$ cat src/rtl/spi_port_pkg.sv
package spi_port_pkg;

   typedef logic [3:0] mode_t;

   localparam mode_t MODE_GEN_A   = 4'd0;
   localparam mode_t MODE_GEN_B   = 4'd1;
   localparam mode_t MODE_GEN_C   = 4'd2;
   localparam mode_t MODE_GEN_TMR = 4'd3;
   localparam mode_t MODE_FOL_SEL = 4'd4;
   localparam mode_t MODE_FOL_ANY = 4'd5;

   typedef struct packed {
      logic       gen;      // port drives the serial clock
      logic       fol;      // port follows an external clock
      logic       sel_used; // follower honours ss_n
      logic [1:0] rate;     // clock source select in generator modes
   } mode_dec_t;

   function automatic mode_dec_t decode_mode(input mode_t m);
      mode_dec_t d;
      d.gen      = (m <= MODE_GEN_TMR);
      d.fol      = (m == MODE_FOL_SEL) || (m == MODE_FOL_ANY);
      d.sel_used = (m == MODE_FOL_SEL);
      d.rate     = m[1:0];
      return d;
   endfunction

endpackage

$ cat src/rtl/spi_in_sync.sv
module spi_in_sync #(
   parameter int          W       = 3,
   parameter int          STAGES  = 2,
   parameter logic [W-1:0] RST_VAL = '0
) (
   input  logic         clk,
   input  logic         rst_n,
   input  logic [W-1:0] d,
   output logic [W-1:0] q
);

   if (STAGES < 1) begin : g_bad_stages
      $error("spi_in_sync: STAGES must be at least 1");
   end

   if (STAGES == 1) begin : g_single
      logic [W-1:0] r;
      always_ff @(posedge clk or negedge rst_n) begin
         if (!rst_n) r <= RST_VAL;
         else        r <= d;
      end
      assign q = r;
   end else begin : g_chain
      logic [STAGES-1:0][W-1:0] r;
      always_ff @(posedge clk or negedge rst_n) begin
         if (!rst_n) r <= {STAGES{RST_VAL}};
         else        r <= {r[STAGES-2:0], d};
      end
      assign q = r[STAGES-1];
   end

endmodule

$ cat src/rtl/spi_rate_gen.sv
module spi_rate_gen #(
   parameter int DIV_A = 4,
   parameter int DIV_B = 16,
   parameter int DIV_C = 64
) (
   input  logic       clk,
   input  logic       rst_n,
   input  logic       run,
   input  logic [1:0] rate,
   input  logic       tmr_pulse,
   output logic       tick
);

   localparam int HALF_A = DIV_A / 2;
   localparam int HALF_B = DIV_B / 2;
   localparam int HALF_C = DIV_C / 2;
   localparam int CNT_W  = $clog2(HALF_C) + 1;
   localparam logic [CNT_W-1:0] LIM_A = CNT_W'(HALF_A - 1);
   localparam logic [CNT_W-1:0] LIM_B = CNT_W'(HALF_B - 1);
   localparam logic [CNT_W-1:0] LIM_C = CNT_W'(HALF_C - 1);

   if (DIV_A < 2 || (DIV_A % 2) != 0 || (DIV_B % 2) != 0 || (DIV_C % 2) != 0)
   begin : g_bad_div
      $error("spi_rate_gen: dividers must be even and at least 2");
   end
   if (!(DIV_A < DIV_B && DIV_B < DIV_C)) begin : g_bad_order
      $error("spi_rate_gen: dividers must increase A < B < C");
   end

   logic [CNT_W-1:0] cnt;
   logic [CNT_W-1:0] lim;
   logic             use_tmr;

   assign use_tmr = (rate == 2'd3);

   always_comb begin
      case (rate)
         2'd0:    lim = LIM_A;
         2'd1:    lim = LIM_B;
         default: lim = LIM_C;
      endcase
   end

   always_ff @(posedge clk or negedge rst_n) begin
      if (!rst_n)                   cnt <= '0;
      else if (!run || use_tmr)     cnt <= '0;
      else if (cnt == lim)          cnt <= '0;
      else                          cnt <= cnt + 1'b1;
   end

   assign tick = run && (use_tmr ? tmr_pulse : (cnt == lim));

   // the divider counter never passes the selected limit
   assert_cnt_bound_R6: assert property (@(posedge clk) disable iff (!rst_n)
      (run && !use_tmr && $stable(rate) && cnt <= lim) |=> (cnt <= lim));

endmodule

$ cat src/rtl/spi_shift_core.sv
module spi_shift_core #(
   parameter int W = 8
) (
   input  logic         clk,
   input  logic         rst_n,
   input  logic         en,
   input  logic         is_gen,
   input  logic         sel_used,
   input  logic         cpol,
   input  logic         tick,
   input  logic         sck_s,
   input  logic         sdi_raw,
   input  logic         sdi_s,
   input  logic         ss_s,
   input  logic         load,
   input  logic [W-1:0] load_data,
   output logic         sdo,
   output logic         sck_q,
   output logic         busy,
   output logic         active,
   output logic         done,
   output logic [W-1:0] done_data
);

   localparam int CW = $clog2(W);
   localparam logic [CW-1:0] LAST = CW'(W - 1);

   if (W < 2) begin : g_bad_width
      $error("spi_shift_core: W must be at least 2");
   end

   logic [W-1:0]  shreg;
   logic [CW-1:0] bitcnt;
   logic          half;
   logic          rx_bit;
   logic          sck_prev;
   logic          fol_run;
   logic          deselect;
   logic          sck_edge;
   logic          lead;
   logic          trail;
   logic          last;
   logic          sample;

   assign deselect = !is_gen && sel_used && ss_s;
   assign fol_run  = en && !is_gen && !deselect;
   assign sck_edge = (sck_s != sck_prev);
   assign sample   = is_gen ? sdi_raw : sdi_s;
   assign last     = (bitcnt == LAST);

   always_comb begin
      if (is_gen) begin
         lead  = en && active && tick && (sck_q == cpol);
         trail = en && active && tick && (sck_q != cpol);
      end else begin
         lead  = fol_run && sck_edge && (sck_s != cpol);
         trail = fol_run && sck_edge && (sck_s == cpol) && half;
      end
   end

   assign done      = trail && last;
   assign done_data = {shreg[W-2:0], rx_bit};
   assign busy      = active || half || (bitcnt != '0);
   assign sdo       = shreg[W-1];

   always_ff @(posedge clk or negedge rst_n) begin
      if (!rst_n) begin
         shreg    <= '0;
         bitcnt   <= '0;
         half     <= 1'b0;
         rx_bit   <= 1'b0;
         sck_prev <= 1'b0;
         sck_q    <= 1'b0;
         active   <= 1'b0;
      end else begin
         sck_prev <= sck_s;
         if (!en) begin
            active <= 1'b0;
            half   <= 1'b0;
            bitcnt <= '0;
            sck_q  <= cpol;
         end else begin
            if (deselect) begin
               half   <= 1'b0;
               bitcnt <= '0;
            end
            if (!active) sck_q <= cpol;
            if (load) begin
               shreg <= load_data;
               if (is_gen) active <= 1'b1;
            end
            if (lead) begin
               rx_bit <= sample;
               half   <= 1'b1;
               if (is_gen) sck_q <= ~cpol;
            end
            if (trail) begin
               shreg  <= done_data;
               half   <= 1'b0;
               bitcnt <= last ? '0 : bitcnt + 1'b1;
               if (is_gen) begin
                  sck_q <= cpol;
                  if (last) active <= 1'b0;
               end
            end
         end
      end
   end

   // a disabled port keeps its bit counter cleared and stops
   assert_idle_when_off_R11: assert property (@(posedge clk) disable iff (!rst_n)
      !en |=> (bitcnt == '0 && !active));

   // a released select resets the count and the half-bit state
   assert_deselect_reset_R10: assert property (@(posedge clk) disable iff (!rst_n)
      (en && deselect) |=> (bitcnt == '0 && !half));

   // a generator transfer ends after its last bit
   assert_gen_stops_R1: assert property (@(posedge clk) disable iff (!rst_n)
      (done && is_gen) |=> !active);

   // new data is only loaded when no transfer is running
   assert_load_idle_R4: assert property (@(posedge clk) disable iff (!rst_n)
      load |-> !busy);

endmodule

$ cat src/rtl/spi_host_buf.sv
module spi_host_buf #(
   parameter int W = 8
) (
   input  logic         clk,
   input  logic         rst_n,
   input  logic         done,
   input  logic [W-1:0] done_data,
   input  logic         rd_en,
   input  logic         wcol_set,
   input  logic         clr_irq,
   input  logic         clr_wcol,
   input  logic         clr_ovf,
   output logic [W-1:0] rx_buf,
   output logic         buf_full,
   output logic         irq,
   output logic         wcol,
   output logic         ovf
);

   always_ff @(posedge clk or negedge rst_n) begin
      if (!rst_n) begin
         rx_buf   <= '0;
         buf_full <= 1'b0;
         irq      <= 1'b0;
         wcol     <= 1'b0;
         ovf      <= 1'b0;
      end else begin
         if (done) begin
            irq <= 1'b1;
            if (buf_full) begin
               ovf <= 1'b1;
            end else begin
               rx_buf   <= done_data;
               buf_full <= 1'b1;
            end
         end else begin
            if (rd_en)   buf_full <= 1'b0;
            if (clr_irq) irq      <= 1'b0;
            if (clr_ovf) ovf      <= 1'b0;
         end
         if (wcol_set)      wcol <= 1'b1;
         else if (clr_wcol) wcol <= 1'b0;
      end
   end

   // a byte arriving to an empty holding register fills it and requests service
   assert_fill_R2: assert property (@(posedge clk) disable iff (!rst_n)
      (done && !buf_full) |=> (buf_full && irq && rx_buf == $past(done_data)));

   // a byte arriving to a full holding register leaves it untouched
   assert_no_overwrite_R5: assert property (@(posedge clk) disable iff (!rst_n)
      (done && buf_full) |=> (ovf && $stable(rx_buf)));

   // a read with no completing byte empties the holding register
   assert_read_clear_R3: assert property (@(posedge clk) disable iff (!rst_n)
      (rd_en && !done) |=> !buf_full);

   // the collision flag holds until cleared
   assert_wcol_sticky_R4: assert property (@(posedge clk) disable iff (!rst_n)
      (wcol && !clr_wcol) |=> wcol);

endmodule

$ cat src/rtl/spi_dualbuf_port.sv
module spi_dualbuf_port
   import spi_port_pkg::*;
#(
   parameter int W           = 8,
   parameter int DIV_A       = 4,
   parameter int DIV_B       = 16,
   parameter int DIV_C       = 64,
   parameter int SYNC_STAGES = 2
) (
   input  logic         clk,
   input  logic         rst_n,
   input  logic         cfg_enable,
   input  logic [3:0]   cfg_mode,
   input  logic         cfg_cpol,
   input  logic         wr_en,
   input  logic [W-1:0] wr_data,
   input  logic         rd_en,
   output logic [W-1:0] rd_data,
   input  logic         clr_irq,
   input  logic         clr_wcol,
   input  logic         clr_ovf,
   output logic         buf_full,
   output logic         irq,
   output logic         wcol,
   output logic         ovf,
   input  logic         tmr_pulse,
   input  logic         sck_i,
   output logic         sck_o,
   output logic         sck_oe,
   input  logic         sdi,
   output logic         sdo,
   output logic         sdo_oe,
   input  logic         ss_n
);

   localparam logic [2:0] SYNC_RST = 3'b001; // {sck, sdi, ss_n}

   mode_dec_t   dec;
   logic        en;
   logic [2:0]  sync_q;
   logic        sck_s, sdi_s, ss_s;
   logic        tick;
   logic        sck_q;
   logic        busy;
   logic        active;
   logic        done;
   logic [W-1:0] done_data;
   logic        load;
   logic        wcol_set;

   assign dec = decode_mode(cfg_mode);
   assign en  = cfg_enable && (dec.gen || dec.fol);

   spi_in_sync #(.W(3), .STAGES(SYNC_STAGES), .RST_VAL(SYNC_RST)) u_sync (
      .clk   (clk),
      .rst_n (rst_n),
      .d     ({sck_i, sdi, ss_n}),
      .q     (sync_q)
   );
   assign {sck_s, sdi_s, ss_s} = sync_q;

   spi_rate_gen #(.DIV_A(DIV_A), .DIV_B(DIV_B), .DIV_C(DIV_C)) u_rate (
      .clk       (clk),
      .rst_n     (rst_n),
      .run       (active && en && dec.gen),
      .rate      (dec.rate),
      .tmr_pulse (tmr_pulse),
      .tick      (tick)
   );

   assign load     = wr_en && en && !busy;
   assign wcol_set = wr_en && en && busy;

   spi_shift_core #(.W(W)) u_core (
      .clk       (clk),
      .rst_n     (rst_n),
      .en        (en),
      .is_gen    (dec.gen),
      .sel_used  (dec.sel_used),
      .cpol      (cfg_cpol),
      .tick      (tick),
      .sck_s     (sck_s),
      .sdi_raw   (sdi),
      .sdi_s     (sdi_s),
      .ss_s      (ss_s),
      .load      (load),
      .load_data (wr_data),
      .sdo       (sdo),
      .sck_q     (sck_q),
      .busy      (busy),
      .active    (active),
      .done      (done),
      .done_data (done_data)
   );

   spi_host_buf #(.W(W)) u_buf (
      .clk       (clk),
      .rst_n     (rst_n),
      .done      (done),
      .done_data (done_data),
      .rd_en     (rd_en),
      .wcol_set  (wcol_set),
      .clr_irq   (clr_irq),
      .clr_wcol  (clr_wcol),
      .clr_ovf   (clr_ovf),
      .rx_buf    (rd_data),
      .buf_full  (buf_full),
      .irq       (irq),
      .wcol      (wcol),
      .ovf       (ovf)
   );

   assign sck_o  = (en && dec.gen) ? sck_q : cfg_cpol;
   assign sck_oe = en && dec.gen;
   assign sdo_oe = en && (dec.gen || !dec.sel_used || !ss_s);

   // with the port idle a write never raises a collision
   assert_off_no_wcol_R11: assert property (@(posedge clk) disable iff (!rst_n)
      (!en && !wcol && !clr_wcol) |=> !wcol);

   // the clock output rests at the polarity level when no transfer runs
   assert_idle_level_R8: assert property (@(posedge clk) disable iff (!rst_n)
      (!active && $stable(cfg_cpol) && $past(!active)) |-> (sck_o == cfg_cpol));

endmodule

$ cat config.mk
export PLATFORM = sky130hd
export DESIGN_NAME = spi_dualbuf_port
export DESIGN_NICKNAME = d
export VERILOG_FILES = /design/src/rtl/spi_port_pkg.sv /design/src/rtl/spi_in_sync.sv /design/src/rtl/spi_rate_gen.sv /design/src/rtl/spi_shift_core.sv /design/src/rtl/spi_host_buf.sv /design/src/rtl/spi_dualbuf_port.sv
export SDC_FILE = /design/constraint.sdc
export NUM_CORES = 1
export LEC_CHECK = 0
export BUFFER_PORTS_ARGS = -buffer_cell sky130_fd_sc_hd__buf_2
export CORE_MARGIN = 2
export CORE_UTILIZATION = 35
export CTS_CLUSTER_DIAMETER = 150
export DETAILED_ROUTE_END_ITERATION = 16
export GPL_ROUTABILITY_DRIVEN = 0
export GPL_TIMING_DRIVEN = 1
export PLACE_DENSITY_LB_ADDON = 0.1
export RECOVER_POWER = 25
export SLEW_MARGIN = 20
export SYNTH_ARGS = -nofsm -noshare
export SYNTH_HDL_FRONTEND = slang
export SYNTH_HIERARCHICAL = 1
export SYNTH_SLANG_ARGS = --single-unit
$ cat constraint.sdc
create_clock -name clk -period 3.87 [get_ports clk]
set_input_delay 0.774 -clock clk [delete_from_list [all_inputs] [get_ports clk]]
set_output_delay 0.774 -clock clk [all_outputs]
set_load 0.02 [all_outputs]
==> results of run 1 <==
## worst register-to-register path: stages, from the launching register on
cell      delay [ns]
dfrtp_1         0.43
or3_2           0.54
o311ai_0        0.12
o211a_1         0.25
nand4_1         0.14
or2_4           0.28
nand3b_1        0.13
nand2_2         0.14
nor2_1          0.27
nor2b_4         0.41
mux2_4          0.34
## per-layer routing
metal,vias up,global-route usage
li1,858,-
met1,859,0.218
met2,37,0.229
met3,5,0.0438
met4,0,0.0462
met5,-,0
## stage by stage
step                area, um2  total power, mW  hold WS (ns)
floorplan                2320            0.515         0.331
global placement         2570            0.553         0.335
finish                   2660            0.834         0.350
CTS                      2670            0.852         0.354
global route             2660            0.885         0.368
detailed placement       2570            0.554         0.336
## cell usage after synthesis, types with 3 or more instances
cell | instances | share of area
a21o_2 | 4 | 0.015
a21oi_1 | 4 | 0.0086
buf_4 | 4 | 0.013
clkbuf_1 | 3 | 0.0048
dfrtp_1 | 38 | 0.41
ha_1 | 4 | 0.022
inv_1 | 10 | 0.016
mux2_4 | 9 | 0.058
mux2i_1 | 9 | 0.039
nand2_1 | 12 | 0.019
nand2b_1 | 10 | 0.027
nand3_1 | 7 | 0.015
nand4_1 | 3 | 0.0081
nor2_1 | 17 | 0.027
nor3_1 | 3 | 0.0065
o2111a_1 | 7 | 0.034
o21ai_0 | 3 | 0.0065
o22a_1 | 6 | 0.023
or2_2 | 7 | 0.019
xnor2_1 | 3 | 0.011
## flip-flops by register name (all words and copies together) (netlist names), 3 cells and up
signal and count:
u_buf/rx_buf 8, u_core/bitcnt 3, u_core/shreg 8, u_rate/cnt 6, u_sync/g_chain.r 3, u_sync/q 3
## area by class of cell
cell class                      instances  area, um2  area share
Clock buffer                            6       82.6      0.0310
Timing Repair Buffer                   43        221      0.0832
Multi-Input combinational cell        156       1210       0.455
Inverter                               10       37.5      0.0141
Sequential cell                        40       1000       0.377
Tap cell                               77       96.3      0.0362
Clock inverter                          2       10.0     0.00376
## final timing paths
kind | endpoint | cells past startpoint | slack, ns | from
min in group asynchronous | u_rate/cnt[5] | 1 | 1.10 | rst_n
worst max-delay path | u_buf/rx_buf[1] | 11 | 0.50 | cfg_mode[1]
max in group asynchronous | u_core/shreg[2] | 1 | 1.54 | rst_n
worst max register to register | u_buf/rx_buf[1] | 10 | 0.72 | u_rate/cnt[4]
worst min-delay path | u_sync/q[1] | 0 | 0.35 | u_sync/g_chain.r[1]
worst min register to register | u_sync/q[1] | 0 | 0.35 | u_sync/g_chain.r[1]
## kinds of logic after synthesis
kind of cell,after synthesis,share of synthesized area
AOI/OAI and AO/OA,43,0.169
xor gates and xnor gates,5,0.0189
adders and majority gates,4,0.0215
buffers and inverters,20,0.0458
DFF,40,0.432
muxes,20,0.107
and+or+nand+nor,84,0.207
## where the power goes
| group | switching (mW) | total, mW | internal (mW) | leakage (nW) |
|---|---|---|---|---|
| Sequential | 0.0142 | 0.446 | 0.432 | 0.531 |
| Clock | 0.148 | 0.290 | 0.142 | 0.0510 |
| Combinational | 0.0526 | 0.0973 | 0.0447 | 0.655 |
| Total | 0.215 | 0.834 | 0.619 | 1.24 |
==> metrics.cfg, run 1 <==
[outcome]
violations=max-capacitance violations, max-slew violations
status=complete, but fails checks

[critical_path]
critPathCaptureType=register
critPathSlowestCell=or4_4
critPathMaxFanout=11
cpPeakStageDelay_ns=0.55
arrival_ns=3.55
required_ns=4.05
crit_chain=buf_2 > or4_4 > a21oi_1 > o211a_1 > nand4_1 > or2_4 > nand3b_1 > nand2_2 > nor2_1 > nor2b_4 > mux2_4
critPathLaunchType=input port
critPathBufInv=1
path_class=input port to register
cp_top_family=simple AND/OR/NAND/NOR gates

[grt]
grt_max_degree=41
grt_pass1_wl_um=8800
grt_antenna_before_repair=0
grt.total_usage=0.154
grt_pass1_vias=1731
overflow=0

[synthesis]
synth.avg_cell_area_um2=10.8
synth_edf_count=0
syn_area_um2=2320
synthDistinctLibCells=60
synth_nets=245
ys.flop_type=dfrtp_1
ys_seq_area_frac=0.432
async_flop_share=1.00
ys_ff_latch=40
netlist_instances=216
synth-warning-count=6

[die]
die_h_um=85.5
initial_utilization=0.364
dieArea_um2=7310
fp.dieW_um=85.5
coreArea_um2=6390
ioPinCount=41
num_rows=29

[sta]
rsz0062_at_grt=false
fmax_mhz=297
setup_viol=0
clock_skew_ns=0.00421
hold_violations=0
fin_crit_sh=0.870
drv_slew=41
layout_setup_ws_ns=0.501
relSlewSlack=-0.436
worst_slew_pin_slew_ns=2.15
fin_crit_ns=3.37
finalSetupTns_ns=0

[place]
numPortBuffers=40
dpl_worst_slack_ns=0.186
placed_cells_incl_taps=326
hpwlAfterDp_um=3660

[routing]
top_layer_used=met4
drt-wirelength-per-cell_um=15.3
wl_met2_um=2290
vias_per_cell=5.27
met1_length_um=2540
antenna_left=0
drc_errors=0
firstDrtPassIters=4
wl_um=5110
dr_total_vias=1759
drtIter0Drc=97
dr_wl_met3_um=234

[power]
power_density_nw_per_um2=313
leakage_nw=1.24
peakVddDrop_v=0.000206

[clocking]
hold_buffers=0
h-tree-depth=2
cts_tree=built
post-cts-setup-buffers=0
root_buffer=clkbuf_8
cts.path.max_buffers=2
cts_resized=0
clk_pin_slew_ns=0.08
clock_latency_ns=0.29
cts_buffers=5
numClockSinks=40

[final_layout]
diodes=0
layout-drive-gt1-share=0.358
nets=285
syn_to_final_growth_pct=14.6
fillCellCount=636
final_cell_mix=39 x buf_2, 38 x dfrtp_1, 18 x nor2_1
stdcell_count=334
utilization=0.417
mostFrequentLayoutCell=buf_2

[run]
maxCapViolCount=1

[min_path]
hp-class=register to register

No activity file was read; power rests on OpenSTA's default activity.
==> run 2: changes to the inputs <==
--- a/config.mk
+++ b/config.mk
@@ -14,6 +14,7 @@
 export GPL_TIMING_DRIVEN = 1
 export PLACE_DENSITY_LB_ADDON = 0.1
 export RECOVER_POWER = 25
+export SKIP_LAST_GASP = 1
 export SLEW_MARGIN = 20
 export SYNTH_ARGS = -nofsm -noshare
 export SYNTH_HDL_FRONTEND = slang
==> constraint.sdc (replaced) <==
create_clock -name clk -period 4.2 [get_ports clk]
set_input_delay 0.84 -clock clk [delete_from_list [all_inputs] [get_ports clk]]
set_output_delay 0.84 -clock clk [all_outputs]
set_load 0.02 [all_outputs]
==> run 2 against run 1 <==
  * The run still ends with max-capacitance violations, max-slew violations left
  * Clock power decreased by 2%
  * Non-clock buffer count decreased by 2
  * Register-to-register slack improved by 0.34 ns
  * Largest power group unchanged
  * Setup slack improved by 0.28 ns
  * Critical endpoint is now u_buf/rx_buf[2]
==> metrics.cfg, run 2 (synthesis results as in run 1) <==
[final_layout]
utilization=0.416  ; -0.000980
diodes=0  ; unchanged
reg.largest.list=u_buf/rx_buf x8, u_core/shreg x8, u_rate/cnt x6
fillCellCount=632  ; -0.63%
syn_to_final_growth_pct=14.3
final_cell_mix=38 x buf_2, 38 x dfrtp_1, 17 x nor2_1
layout-drive-gt1-share=0.349  ; -0.00896
nets=283  ; -0.70%
finalInstanceArea_um2=2660  ; -0.23%

[clocking]
clock_latency_ns=0.29  ; about the same
clk_pin_slew_ns=0.08  ; about the same
cts_tree=built
cts_resized=0  ; unchanged
root_buffer=clkbuf_8
numClockSinks=40  ; unchanged
cts_buffers=5  ; unchanged
hold_buffers=0  ; unchanged
post-cts-setup-buffers=0  ; unchanged
h-tree-depth=2  ; unchanged
cts.path.max_buffers=2  ; unchanged

[routing]
wl_um=5110  ; about the same
vias_per_cell=5.27  ; about the same
dr_total_vias=1750  ; -0.51%
drc_errors=0  ; unchanged
drtIter0Drc=73  ; -25%
firstDrtPassIters=4  ; unchanged
antenna_left=0  ; unchanged
drt-wirelength-per-cell_um=15.4  ; +0.58%

[critical_path]
worst-r2r-setup-slack_ns=1.06  ; +0.34 ns
critPathMaxFanout=8  ; -3
required_ns=4.38  ; +0.33 ns
critPathCaptureType=register
path_class=input port to register
arrival_ns=3.61  ; +0.06 ns
critPathLaunchType=input port

[grt]
overflow=0  ; unchanged
grt_pass1_wl_um=8510  ; -3.4%
grt_antenna_before_repair=0  ; unchanged
grt_pass1_vias=1745  ; +0.81%
grt.total_usage=0.147  ; -0.00666
grt_max_degree=41  ; unchanged

[outcome]
violations=max-capacitance violations, max-slew violations
status=complete, but fails checks

[sta]
fmax_mhz=292
hold_violations=0  ; unchanged
clock_skew_ns=0.00459  ; +0.000379 ns
drv_slew=41  ; unchanged
setup_viol=0  ; unchanged
fin_crit_ns=3.42
worst_slew_pin_slew_ns=2.17  ; +0.0124 ns
layout_setup_ws_ns=0.779  ; +0.278 ns
timing.hold.ws_ns=0.351  ; +0.00127 ns
finalSetupTns_ns=0  ; unchanged
relSlewSlack=-0.445  ; -0.00829
fin_crit_sh=0.815
rsz0062_at_grt=false

[power]
leakage_nw=1.22  ; -1.0%
power_density_nw_per_um2=295  ; -5.7%
peakVddDrop_v=0.000131  ; -36%

[die]
die_h_um=85.5  ; unchanged
ioPinCount=41  ; unchanged
coreArea_um2=6390  ; unchanged
dieArea_um2=7310  ; unchanged
num_rows=29  ; unchanged
fp.dieW_um=85.5  ; unchanged
initial_utilization=0.364  ; unchanged

[place]
numPortBuffers=40  ; unchanged
dpl_worst_slack_ns=0.456  ; +0.270 ns
placed_area_um2=2560  ; -0.58%
hpwlAfterDp_um=3530  ; -3.6%

[min_path]
hp-class=register to register

[run]
maxCapViolCount=1  ; unchanged

[run 2: metrics by stage]
stage	total power, mW	instances
3_3_place_gp	0.508	324
5_1_grt	0.825	332
3_5_place_dp	0.508	324
2_1_floorplan	0.475	216
6_report	0.785	332
4_1_cts	0.799	332
[run 2: critical path: stages]
cell and delay [ns]:
buf_2 0.15, or4_4 0.56, a21oi_1 0.14, o211a_1 0.20, nand4_1 0.14, or2_4 0.29, nand3b_1 0.13, nand2_2 0.14
nor2_1 0.26, nor2b_4 0.42, mux2_4 0.34
[run 2: where the power goes]
group          internal, mW  leakage, nW  switching, mW  total, mW
Sequential            0.398        0.531         0.0129      0.411
Combinational        0.0400        0.642         0.0489     0.0889
Clock                 0.150       0.0515          0.135      0.285
Total                 0.588         1.22          0.197      0.785
[run 2: area by class of cell]
class,count,area [um2],area share
clock buffers,8,100,0.0377
flip-flops and latches,40,1000,0.378
repair buffers,41,205,0.0772
inverters,10,37.5,0.0141
well taps,77,96.3,0.0363
multi-input cells,156,1210,0.457
[run 2: path summary, 6_finish.rpt]
| path | startpoint | end | cells after the start |
|---|---|---|---|
| hold reg to reg | u_sync/g_chain.r[2] | u_sync/q[2] | 0 |
| setup / recovery | cfg_mode[0] | u_buf/rx_buf[2] | 11 |
| setup reg to reg | u_rate/cnt[4] | u_buf/rx_buf[2] | 10 |
| hold / removal | u_sync/g_chain.r[2] | u_sync/q[2] | 0 |
| min in group asynchronous | rst_n | u_rate/cnt[2] | 1 |
| max in group asynchronous | rst_n | u_core/bitcnt[1] | 1 |
[run 2: per-layer routing]
metal | global-route usage | part of all wire | vias to the layer above | wire length, um
met5 | 0 | 0 | - | 0
met4 | 0.0563 | 0.015 | 0 | 78
met3 | 0.0379 | 0.037 | 7 | 191
li1 | - | - | 858 | -
met2 | 0.216 | 0.42 | 28 | 2160
met1 | 0.209 | 0.53 | 857 | 2680
